===== src/rtl/burst_seq_pkg.sv =====
package burst_seq_pkg;

    // Sequencer control states
    typedef enum logic [0:0] {
        S_IDLE  = 1'b0,
        S_BURST = 1'b1
    } seq_state_e;

    // Command decoded from the sampled control inputs
    typedef enum logic [1:0] {
        CMD_HOLD = 2'd0,
        CMD_LOAD = 2'd1,
        CMD_STEP = 2'd2
    } seq_cmd_e;

endpackage


===== src/rtl/burst_ctrl.sv =====
module burst_ctrl
    import burst_seq_pkg::*;
(
    input  logic       clk,
    input  logic       rst_n,
    input  logic       clk_en_n,
    input  logic       advance,
    output seq_state_e state,
    output logic       load_en,
    output logic       step_en
);

    seq_state_e state_d;
    seq_cmd_e   cmd;

    // Command decode from sampled controls
    always_comb begin
        if (clk_en_n)
            cmd = CMD_HOLD;
        else if (!advance)
            cmd = CMD_LOAD;
        else
            cmd = CMD_STEP;
    end

    // State register
    always_ff @(posedge clk or negedge rst_n) begin
        if (!rst_n)
            state <= S_IDLE;
        else
            state <= state_d;
    end

    // Next state and datapath strobes
    always_comb begin
        state_d = state;
        load_en = 1'b0;
        step_en = 1'b0;
        unique case (state)
            S_IDLE: begin
                if (cmd == CMD_LOAD) begin
                    state_d = S_BURST;   // LOAD
                    load_en = 1'b1;
                end
            end
            S_BURST: begin
                if (cmd == CMD_LOAD) begin
                    load_en = 1'b1;      // RELOAD
                end else if (cmd == CMD_STEP) begin
                    step_en = 1'b1;      // STEP
                end
            end
        endcase
    end

endmodule


===== src/rtl/beat_counter.sv =====
module beat_counter #(
    parameter int BEAT_W = 2
) (
    input  logic              clk,
    input  logic              rst_n,
    input  logic              clr,
    input  logic              inc,
    output logic [BEAT_W-1:0] cnt
);

    // Counts naturally modulo 2**BEAT_W, so the burst wraps
    always_ff @(posedge clk or negedge rst_n) begin
        if (!rst_n)
            cnt <= '0;
        else if (clr)
            cnt <= '0;
        else if (inc)
            cnt <= cnt + BEAT_W'(1);
    end

endmodule


===== src/rtl/addr_capture.sv =====
module addr_capture #(
    parameter int ADDR_W = 18,
    parameter int BEAT_W = 2
) (
    input  logic                     clk,
    input  logic                     rst_n,
    input  logic                     load,
    input  logic [ADDR_W-1:0]        addr_in,
    output logic [ADDR_W-BEAT_W-1:0] base_q,
    output logic [BEAT_W-1:0]        start_q
);

    always_ff @(posedge clk or negedge rst_n) begin
        if (!rst_n) begin
            base_q  <= '0;
            start_q <= '0;
        end else if (load) begin
            base_q  <= addr_in[ADDR_W-1:BEAT_W];
            start_q <= addr_in[BEAT_W-1:0];
        end
    end

endmodule


===== src/rtl/lsb_mapper.sv =====
module lsb_mapper #(
    parameter int BEAT_W = 2
) (
    input  logic [BEAT_W-1:0] start,
    input  logic [BEAT_W-1:0] beat,
    input  logic              interleave,
    output logic [BEAT_W-1:0] lsb
);

    logic [BEAT_W-1:0] xor_order;
    logic [BEAT_W-1:0] lin_order;

    // Interleaved order: each bit flips independently
    for (genvar b = 0; b < BEAT_W; b++) begin : g_xor_bit
        assign xor_order[b] = start[b] ^ beat[b];
    end

    // Linear order: modular add, carry out of the top bit dropped
    assign lin_order = start + beat;

    always_comb begin
        lsb = interleave ? xor_order : lin_order;
    end

endmodule


===== src/rtl/burst_addr_seq.sv =====
module burst_addr_seq
    import burst_seq_pkg::*;
#(
    parameter int ADDR_W = 18,
    parameter int BEAT_W = 2
) (
    input  logic              clk,
    input  logic              rst_n,
    input  logic              clk_en_n,
    input  logic              advance,
    input  logic              interleave,
    input  logic [ADDR_W-1:0] addr_in,
    output logic [ADDR_W-1:0] addr_out,
    output logic              burst_active
);

    localparam int BASE_W = ADDR_W - BEAT_W;

    seq_state_e        state;
    logic              load_en;
    logic              step_en;
    logic [BEAT_W-1:0] beat;
    logic [BEAT_W-1:0] start_q;
    logic [BASE_W-1:0] base_q;
    logic [BEAT_W-1:0] lsb;

    burst_ctrl u_ctrl (
        .clk      (clk),
        .rst_n    (rst_n),
        .clk_en_n (clk_en_n),
        .advance  (advance),
        .state    (state),
        .load_en  (load_en),
        .step_en  (step_en)
    );

    beat_counter #(.BEAT_W(BEAT_W)) u_beat (
        .clk   (clk),
        .rst_n (rst_n),
        .clr   (load_en),
        .inc   (step_en),
        .cnt   (beat)
    );

    addr_capture #(.ADDR_W(ADDR_W), .BEAT_W(BEAT_W)) u_cap (
        .clk     (clk),
        .rst_n   (rst_n),
        .load    (load_en),
        .addr_in (addr_in),
        .base_q  (base_q),
        .start_q (start_q)
    );

    lsb_mapper #(.BEAT_W(BEAT_W)) u_map (
        .start      (start_q),
        .beat       (beat),
        .interleave (interleave),
        .lsb        (lsb)
    );

    always_comb begin
        addr_out     = {base_q, lsb};
        burst_active = (state == S_BURST);
    end

endmodule


===== config.mk =====
export PLATFORM = sky130hd
export DESIGN_NAME = burst_addr_seq
export DESIGN_NICKNAME = d
export VERILOG_FILES = /design/src/rtl/burst_seq_pkg.sv /design/src/rtl/burst_ctrl.sv /design/src/rtl/beat_counter.sv /design/src/rtl/addr_capture.sv /design/src/rtl/lsb_mapper.sv /design/src/rtl/burst_addr_seq.sv
export SDC_FILE = /design/constraint.sdc
export NUM_CORES = 1
export LEC_CHECK = 0
export BUFFER_PORTS_ARGS = -buffer_cell sky130_fd_sc_hd__buf_2
export CAP_MARGIN = 0
export CORE_MARGIN = 2
export CORE_UTILIZATION = 38
export CTS_CLUSTER_DIAMETER = 40
export DETAILED_ROUTE_END_ITERATION = 10
export PLACE_DENSITY = 0.76
export SETUP_SLACK_MARGIN = 0.3
export SKIP_LAST_GASP = 1
export SLEW_MARGIN = 25
export SYNTH_ARGS = -nofsm -noshare
export SYNTH_HDL_FRONTEND = slang
export SYNTH_SLANG_ARGS = --single-unit

===== constraint.sdc =====
create_clock -name clk -period 2.5 [get_ports clk]
set_input_delay 0.25 -clock clk [delete_from_list [all_inputs] [get_ports clk]]
set_output_delay 0.25 -clock clk [all_outputs]
set_load 0.05 [all_outputs]

==> impl_metrics.csv <==
group,metric,value,unit
route,wl,1.54,mm
route,detail-route-antenna-nets,0,
yosys,ys_types,13,
yosys,netlist_instances,54,
layout,fill_cells,213,
setup_path,cp-end-kind,"output port",
pwr,power_frac_clock,0.172,
yosys,synth_top_area_frac,0.595,
floorplanning,io_pins,42,
floorplanning,die_h,52.2,um
setup_path,worstPathMaxFanout,5,
layout,regArea,526,um2
yosys,synth_top_family_by_area,"multiplexers",
layout,multi_input_area,338,um2
timing,hold_violations,0,
yosys,synthMuxAreaShare,0.268,
timing,rsz0062_at_grt,"false",
timing,tns,0,ns
pwr,power_density,798,nW/um2
layout,final_cell_area,1140,um2
clock_network,root_buffer,"clkbuf_4",
route,drc_errors,0,
timing,timing.hold.ws,0.181,ns
pwr,p_leak,0.560,nW
setup_path,crit_required,2.25,ns
timing,fin_crit,1.70,ns
flow_run,cap_viol_max_count,0,
global_routing,antenna_found_initial,0,
floorplanning,start_util,0.399,
yosys,synthXorXnorAreaFrac,0.0198,
route,dr_total_vias,574,
place,dp.cells,122,
yosys,synth.net_count,78,
global_routing,grt_max_degree,22,
route,post_drt_wl_per_cell,12.1,um
clock_network,cts_tree,"done",
yosys,synth_compound_area_frac,0.0312,
floorplanning,die_w,52.2,um
timing,fin_skew,0.000133,ns
hold_path,hold_path_class,"input pin to flip-flop",
place,dpl.hpwl,1.13,mm
setup_path,critical_path_class,"flip-flop to output port",
yosys,synthTopCellsByArea,"dfrtp_1 (59%), mux2_4 (15%), mux2_2 (11%), buf_12 (2.3%), o21ai_0 (2.3%)",
yosys,synth_simple_gate_area_share,0.0496,
place,dpl-instance-area,1100,um2
global_routing,grt_overflow_total,0,
timing,worstMarginPinSlew,0.607,ns
layout,nets,124,
route,drt_first_pass_iters,2,
pwr,combPwrFrac,0.373,
timing,slew_headroom,0.594,
yosys,ys_ff_latch,21,
layout,area_growth,29.2,%
layout,fin_cells,127,
pwr,p_sw,0.357,mW
yosys,synth_adder_area_share,0.0142,
pwr,ir_drop,0.573,mV
place,place.gp.congestion,0.657,
yosys,synth-seq-area-share,0.595,
timing,fin_crit_sh,0.679,
clock_network,clkTransAtPathRegs,0.11,ns
clock_network,cts_sinks,21,
yosys,ys_warn_count,0,
global_routing,grt_first_pass_wirelength,2.38,mm
route,drt_iter0_markers,2,
place,io_buffers,41,
pwr,p_sw_frac,0.392,
run_status,status,"complete, no violations",
clock_network,cts_resized,0,
yosys,avgSynthCellArea,16.4,um2
yosys,synth_area_leader_cell,"dfrtp_1",
route,vias_per_cell,4.52,
timing,final_max_slew_viol_count,0,
yosys,syn_area,883,um2
pwr,p_seq_frac,0.455,
clock_network,cts_buffers,3,
setup_path,critPathLaunchType,"flip-flop",
floorplanning,die_area,2730,um2
clock_network,insertion_delay,0.29,ns
layout,final_util,0.516,
timing,max_clock_freq,0.590,GHz
timing,finalSetupViolations,0,
setup_path,critPathArrivalTime,1.45,ns
clock_network,htree_levels,1,
floorplanning,num_rows,17,
global_routing,grt_pass1_vias,546,
pwr,intPower,0.554,mW
floorplanning,core,2210,um2
clock_network,clock_path_buffers,2,
global_routing,grtUsageTotal,0.121,
layout,num_antenna_cells,0,
layout,drive_gt1_frac,0.657,
## critical path, stage by stage (launching register included)
cell and delay, ns:
dfrtp_1 0.44, ha_1 0.20, nor2b_1 0.13, xnor2_1 0.11, buf_2 0.27
## metrics by stage
| stage | total power [mW] | worst slack (ns) |
|---|---|---|
| detailed placement | 0.762 | 1.06 |
| finish | 0.910 | 0.804 |
| global placement | 0.757 | 1.10 |
| CTS | 0.922 | 0.793 |
| floorplan | 0.679 | 0.727 |
| global route | 0.956 | 0.726 |
## routing by layer
| layer | wire [um] | GRT usage | up-vias |
|---|---|---|---|
| met4 | 8 | 0.0513 | 0 |
| met3 | 127 | 0.0286 | 2 |
| met1 | 687 | 0.164 | 270 |
| met2 | 715 | 0.186 | 25 |
| li1 | - | - | 277 |
| met5 | 0 | 0 | - |
## area by class of cell
type	instances	area share
multi-input cells	32	0.296
repair buffers	42	0.189
clock buffers	3	0.0197
flip-flops and latches	21	0.461
clock inverters	1	0.00439
well taps	28	0.0307
## power groups by stage
| stage | clock network, mW | registers [mW] | logic [mW] |
|---|---|---|---|
| floorplan | 0 | 0.555 | 0.124 |
| global placement | 0 | 0.419 | 0.337 |
| detailed placement | 0 | 0.420 | 0.342 |
| CTS | 0.163 | 0.415 | 0.344 |
| global route | 0.178 | 0.421 | 0.357 |
| finish | 0.156 | 0.414 | 0.340 |
## placed cells by master, fill, tap and decap left out
master / n
buf_2: 41
nand3b_1: 1
dlygate4sd3_1: 1
clkinv_2: 1
ha_1: 1
a21boi_0: 1
mux2_2: 9
nand2b_1: 1
o21ai_0: 4
nor2b_1: 2
clkbuf_4: 3
xnor2_1: 2
dfrtp_1: 21
nor2_4: 1
mux2_4: 9
or2_2: 1
## cell families (layout without fill, tap and decap cells)
| family | Yosys count | in the layout |
|---|---|---|
| AO/OA/AOI/OAI | 5 | 5 |
| XOR/XNOR | 2 | 2 |
| adder cells (fa/ha/maj) | 1 | 1 |
| buffers and inverters | 1 | 46 |
| flip-flops | 21 | 21 |
| multiplexers | 18 | 18 |
| AND/OR/NAND/NOR | 6 | 6 |
## state kept, by name, summed over array words and instances (netlist names)
name,flops
u_ctrl.state,1
u_cap.start_q,2
u_cap.base_q,16
u_beat.cnt,2
## worst paths after layout
path | from | to | slack, ns | depth (start not counted)
worst max-delay path | u_beat.cnt[0] | addr_out[1] | 0.80 | 4
min in group asynchronous | rst_n | u_cap.base_q[8] | 0.42 | 2
worst min-delay path | addr_in[9] | u_cap.base_q[7] | 0.18 | 2
worst max register to register | u_beat.cnt[0] | u_beat.cnt[1] | 1.62 | 3
max in group asynchronous | rst_n | u_beat.cnt[1] | 1.77 | 2
worst min register to register | u_cap.base_q[12] | u_cap.base_q[12] | 0.52 | 1
## Yosys cell counts, drive strengths merged
cell / n
dfrtp: 21
mux2: 18
o21ai: 4
nor2b: 2
xnor2: 2
a21boi: 1
buf: 1
ha: 1
nand2b: 1
nand3b: 1
nor2: 1
or2: 1
## repair_timing
| action | 4_1_cts | 5_1_grt |
|---|---|---|
| setup endpoints to repair | 0 | 0 |
| hold buffers | 1 | 0 |
| setup buffers | 0 | 0 |
| endpoints found under the hold margin | 21 | 0 |
Power figures use the tool's default switching activity.
